### config.mk
export PLATFORM = sky130hd
export DESIGN_NAME = burst_txclk_sel
export DESIGN_NICKNAME = d
export VERILOG_FILES = /design/src/rtl/burst_txclk_pkg.sv /design/src/rtl/btc_sync.sv /design/src/rtl/btc_div.sv /design/src/rtl/btc_pack.sv /design/src/rtl/burst_txclk_sel.sv
export SDC_FILE = /design/constraint.sdc
export NUM_CORES = 1
export LEC_CHECK = 0
export ABC_AREA = 0
export BUFFER_PORTS_ARGS = -buffer_cell sky130_fd_sc_hd__buf_2
export CAP_MARGIN = 20
export CORE_ASPECT_RATIO = 1.2
export CORE_MARGIN = 3
export CORE_UTILIZATION = 53
export CTS_CLUSTER_DIAMETER = 80
export DETAILED_ROUTE_END_ITERATION = 7
export GPL_TIMING_DRIVEN = 0
export HOLD_SLACK_MARGIN = 0.06
export PLACE_DENSITY = 0.75
export SYNTH_ARGS = -nofsm -noshare
export SYNTH_HDL_FRONTEND = slang
export SYNTH_SLANG_ARGS = --single-unit
### constraint.sdc
create_clock -name clk_i -period 2.4 [get_ports clk_i]
set_clock_uncertainty 0.15 [all_clocks]
set_input_delay 0.24 -clock clk_i [delete_from_list [all_inputs] [get_ports clk_i]]
set_output_delay 0.24 -clock clk_i [all_outputs]
set_load 0.05 [all_outputs]
### src/rtl/burst_txclk_pkg.sv
package burst_txclk_pkg;
  localparam int unsigned DIV_RATIO   = 10;
  localparam int unsigned SYNC_STAGES = 2;

  typedef struct packed {
    logic txclk;
    logic txd;
    logic win;
    logic fast;
    logic mod_off;
  } pins_t;

  localparam int unsigned PINS_W = $bits(pins_t);
endpackage

### src/rtl/btc_sync.sv
module btc_sync #(
  parameter int unsigned W      = 1,
  parameter int unsigned STAGES = 2
) (
  input  logic         clk_i,
  input  logic         rst_ni,
  input  logic [W-1:0] d_i,
  output logic [W-1:0] q_o
);
  logic [W-1:0] st [STAGES];

  for (genvar g = 0; g < STAGES; g++) begin : g_stage
    always_ff @(posedge clk_i or negedge rst_ni) begin
      if (!rst_ni) st[g] <= '0;
      else if (g == 0) st[g] <= d_i;
      else st[g] <= st[(g == 0) ? 0 : g-1];
    end
  end

  assign q_o = st[STAGES-1];
endmodule

### src/rtl/btc_div.sv
module btc_div #(
  parameter int unsigned DIV = 10,
  localparam int unsigned CW = $clog2(DIV),
  localparam int unsigned HALF = DIV / 2
) (
  input  logic          clk_i,
  input  logic          rst_ni,
  input  logic          fast_mode_i,
  input  logic          mode_chg_i,
  input  logic          edge_i,
  output logic          div_clk_o,
  output logic          div_rise_o,
  output logic [CW-1:0] cnt_o
);
  logic [CW-1:0] cnt_q, cnt_nxt;
  logic          div_q;
  logic          run;

  assign run = fast_mode_i && !mode_chg_i;

  always_comb begin
    cnt_nxt = (cnt_q == CW'(DIV-1)) ? '0 : cnt_q + CW'(1);
  end

  always_ff @(posedge clk_i or negedge rst_ni) begin
    if (!rst_ni) begin
      cnt_q <= '0;
      div_q <= 1'b0;
    end else if (!run) begin
      cnt_q <= '0;
      div_q <= 1'b0;
    end else if (edge_i) begin
      cnt_q <= cnt_nxt;
      div_q <= (cnt_nxt != '0) && (cnt_nxt <= CW'(HALF));
    end
  end

  // divided clock rises when count steps onto 1
  assign div_rise_o = run && edge_i && (cnt_nxt == CW'(1));
  assign div_clk_o  = div_q;
  assign cnt_o      = cnt_q;
endmodule

### src/rtl/btc_pack.sv
module btc_pack (
  input  logic       clk_i,
  input  logic       rst_ni,
  input  logic       stb_i,
  input  logic       bit_i,
  input  logic       win_i,
  input  logic       mod_off_i,
  output logic [1:0] sym_o,
  output logic       valid_o
);
  logic half_q, first_q;

  always_ff @(posedge clk_i or negedge rst_ni) begin
    if (!rst_ni) begin
      half_q  <= 1'b0;
      first_q <= 1'b0;
      sym_o   <= '0;
      valid_o <= 1'b0;
    end else begin
      valid_o <= 1'b0;
      if (!win_i || mod_off_i) begin
        half_q <= 1'b0;
      end else if (stb_i) begin
        if (!half_q) begin
          first_q <= bit_i;
          half_q  <= 1'b1;
        end else begin
          sym_o   <= {first_q, bit_i};
          valid_o <= 1'b1;
          half_q  <= 1'b0;
        end
      end
    end
  end
endmodule

### src/rtl/burst_txclk_sel.sv
module burst_txclk_sel
  import burst_txclk_pkg::*;
#(
  parameter int unsigned DIV    = DIV_RATIO,
  parameter int unsigned STAGES = SYNC_STAGES,
  localparam int unsigned CW    = $clog2(DIV)
) (
  input  logic       clk_i,
  input  logic       rst_ni,
  input  logic       txclk_i,
  input  logic       txd_i,
  input  logic       win_i,
  input  logic       fast_mode_i,
  input  logic       mod_off_i,
  output logic       clk_mon_o,
  output logic [1:0] sym_o,
  output logic       sym_valid_o,
  output logic       burst_o
);
  pins_t         raw, s;
  logic          txclk_q, mode_q, burst_q;
  logic          txclk_rise, mode_chg;
  logic          div_clk, div_rise, cap_stb;
  logic [CW-1:0] div_cnt;

  always_comb begin
    raw.txclk   = txclk_i;
    raw.txd     = txd_i;
    raw.win     = win_i;
    raw.fast    = fast_mode_i;
    raw.mod_off = mod_off_i;
  end

  btc_sync #(.W(PINS_W), .STAGES(STAGES)) u_sync (
    .clk_i (clk_i),
    .rst_ni(rst_ni),
    .d_i   (raw),
    .q_o   (s)
  );

  always_ff @(posedge clk_i or negedge rst_ni) begin
    if (!rst_ni) begin
      txclk_q <= 1'b0;
      mode_q  <= 1'b0;
      burst_q <= 1'b0;
    end else begin
      txclk_q <= s.txclk;
      mode_q  <= s.fast;
      burst_q <= s.win;
    end
  end

  assign txclk_rise = s.txclk & ~txclk_q;
  assign mode_chg   = s.fast ^ mode_q;

  btc_div #(.DIV(DIV)) u_div (
    .clk_i      (clk_i),
    .rst_ni     (rst_ni),
    .fast_mode_i(s.fast),
    .mode_chg_i (mode_chg),
    .edge_i     (txclk_rise),
    .div_clk_o  (div_clk),
    .div_rise_o (div_rise),
    .cnt_o      (div_cnt)
  );

  assign cap_stb = s.fast ? div_rise : (txclk_rise & ~mode_chg);

  btc_pack u_pack (
    .clk_i    (clk_i),
    .rst_ni   (rst_ni),
    .stb_i    (cap_stb),
    .bit_i    (s.txd),
    .win_i    (s.win),
    .mod_off_i(s.mod_off),
    .sym_o    (sym_o),
    .valid_o  (sym_valid_o)
  );

  assign clk_mon_o = s.fast ? div_clk : s.txclk;
  assign burst_o   = burst_q;
endmodule

==> reports/results.ini <==
[route]
detail-route-antenna-nets = 0
viasPerCell = 5.27
vias = 511
drc_errors = 0
wire_per_inst_um = 12.5
wl_um = 1210
first_pass_iters = 2
drt-initial-drc-count = 1

[synth]
yosysSeqAreaShare = 0.679
synth_most_common_cell = dfrtp_1
ys_ff_latch = 23
yosys_warnings = 0
synth_area_leaders = dfrtp_1, mux2_2, nor2b_1
yosys.area_share.simple = 0.148
yosysTopAreaCellShare = 0.679
ys_async_sr_fraction = 1.00
syn_area_per_cell_um2 = 14.4
syn_inst = 59
synth_area_um2 = 847
synth_edf_count = 0
synth_top_family_by_area = simple AND/OR/NAND/NOR gates
synth-main-ff-cell = dfrtp_1
synth_adder_area_share = 0.0148
synth_top_area_cell = dfrtp_1
synth_nets = 67
muxShareOfSynthArea = 0.0399
netlist_top_cells_count = dfrtp_1, inv_1, mux2_2, nor2b_1
synth_compound_area_frac = 0.0739
synth_cell_type_count = 25
synth_xor_area_frac = 0.0310

[floorplanning]
core-area_mm2 = 0.00146
dieArea_mm2 = 0.00212
fp.dieW_um = 42.5
std_cell_rows = 15
die_h_um = 49.8
start_util = 0.579
pin_count = 12

[run]
max-cap-violations = 0

[worst_setup_path]
cp.arrival_ns = 2.15
cp-end-kind = register
critPathLaunchType = register
critPathMaxFanout = 6
criticalPathCategory = reg2reg
required_ns = 2.45

[sta]
period_share = 0.879
worst_slew_pin_slew_ns = 0.478
hold_viol = 0
drv_slew = 0
layout_min_cycle_time_ns = 2.11
setup_viol = 0
slew_headroom = 0.681
rsz0062_at_grt = no
tns_ns = 0
max_freq_ghz = 0.474

[layout]
fill_cells = 104
regArea_um2 = 576
fin_nets = 89
area_delta_synth_final_pct = 19.2
n_antenna_cell = 0
design_area_mm2 = 0.00101
multi_input_area_um2 = 260
layout-drive-gt1-share = 0.263

[clock_network]
cts_tree = yes
cts.clk_slew.worst_paths_ns = 0.12
clk_path_buf_depth = 2
cts_root_buffer = clkbuf_4
worstSkewPairLatency_ns = 0.30
numCtsBuffers = 3
numClockSinks = 23
htreeDepth = 1
cts_setup_buffers = 0

[global_routing]
grt-ovfl-total = 0
grt_pass1_vias = 493
grt_pass1_wl_um = 2130
antenna_found_initial = 0
grt_max_degree = 24
grt_use_total = 0.140

[worst_hold_path]
worstHoldPathType = reg2reg

[run_status]
status = finished, final reports clean

[placement]
portBuffers = 11
dpl-instance-area_um2 = 923
hpwl_um = 782
gp_congestion = 0.728

[power]
ir_drop_v = 0.000461
power_density_mw_per_mm2 = 633
leakage_nw = 0.481

==> state kept, by name, indices dropped and copies added, names as in the netlist <==
name,flops
burst_o,1
mode_q,1
txclk_q,1
u_div.cnt_o,4
u_div.div_clk_o,1
u_pack.first_q,1
u_pack.half_q,1
u_pack.sym_o,2
u_pack.valid_o,1
u_sync.q_o,5
u_sync.st,5
==> routing by layer <==
| metal | wire length, um | up-vias | track usage | part of all wire |
|---|---|---|---|---|
| li1 | - | 247 | - | - |
| met1 | 517 | 247 | 0.148 | 0.43 |
| met2 | 601 | 13 | 0.239 | 0.50 |
| met3 | 55 | 4 | 0.0365 | 0.046 |
| met4 | 34 | 0 | 0.0933 | 0.028 |
| met5 | 0 | - | 0 | 0 |
==> kinds of logic (layout without fill, tap and decap cells) <==
family / after synthesis / count (layout)
adder cells (fa/ha/maj): 1 / 1
multiplexers: 3 / 3
AND/OR/NAND/NOR: 17 / 17
flip-flops: 23 / 23
AO/OA/AOI/OAI: 9 / 9
XOR/XNOR: 3 / 3
buffers and inverters: 3 / 24
==> timing repair <==
| item | in CTS | in global routing |
|---|---|---|
| endpoints found under the hold margin | 28 | 0 |
| hold buffers | 6 | 0 |
| gates resized for setup | 0 | 0 |
==> worst max-delay path: stages (launching register included) <==
cell and delay [ns]:
dfrtp_1 0.44, ha_1 0.27, or4bb_1 0.40, o32a_2 0.24
nor3_4 0.16, mux2_2 0.35
==> cell usage in the layout, fill, tap and decap left out, types with 2 or more instances in the layout <==
master         synthesis  routed
a21oi_1                2       2
mux2_2                 3       3
nor2_1                 2       2
clkbuf_4               0       3
nor2b_1                3       3
nor3_1                 2       2
dlygate4sd3_1          0       6
o21ai_0                2       2
inv_1                  3       3
buf_2                  0      11
xnor2_1                2       2
dfrtp_1               23      23
and2_1                 2       2
==> report_power, final <==
part           internal (mW)  switching, mW  leakage, nW
clock network         0.0648          0.105       0.0150
registers              0.405        0.00864        0.289
logic                 0.0249         0.0310        0.177
total                  0.495          0.144        0.481
==> path summary, 6_finish.rpt <==
path | start | slack (ns) | end | depth (start not counted)
min reg2reg | u_sync.st[5] | 0.21 | u_sync.q_o[0] | 0
min in group asynchronous | rst_ni | 0.26 | u_div.cnt_o[0] | 2
max | u_sync.q_o[1] | 0.29 | u_pack.sym_o[1] | 5
max reg2reg | u_sync.q_o[1] | 0.29 | u_pack.sym_o[1] | 5
min | u_sync.st[5] | 0.21 | u_sync.q_o[0] | 0
max in group asynchronous | rst_ni | 1.51 | burst_o | 2
==> area by class of cell <==
type | count | area share
clock buffers | 4 | 0.0260
inverters | 3 | 0.0112
multi-input cells | 33 | 0.258
flip-flops and latches | 23 | 0.570
well taps | 17 | 0.0211
repair buffers | 17 | 0.114
==> per-stage QoR <==
step	util	total power [mW]	instances	hold slack (ns)	setup WS, ns
after floorplan	-	0.450	59	-0.206	0.452
after global placement	0.631	0.468	87	0.0729	0.315
after detailed placement	0.631	0.470	87	0.0772	0.311
after CTS	0.690	0.646	97	0.208	0.283
after global routing	0.690	0.666	97	0.222	0.150
final	0.690	0.639	97	0.208	0.291
Power figures use the tool's default switching activity.
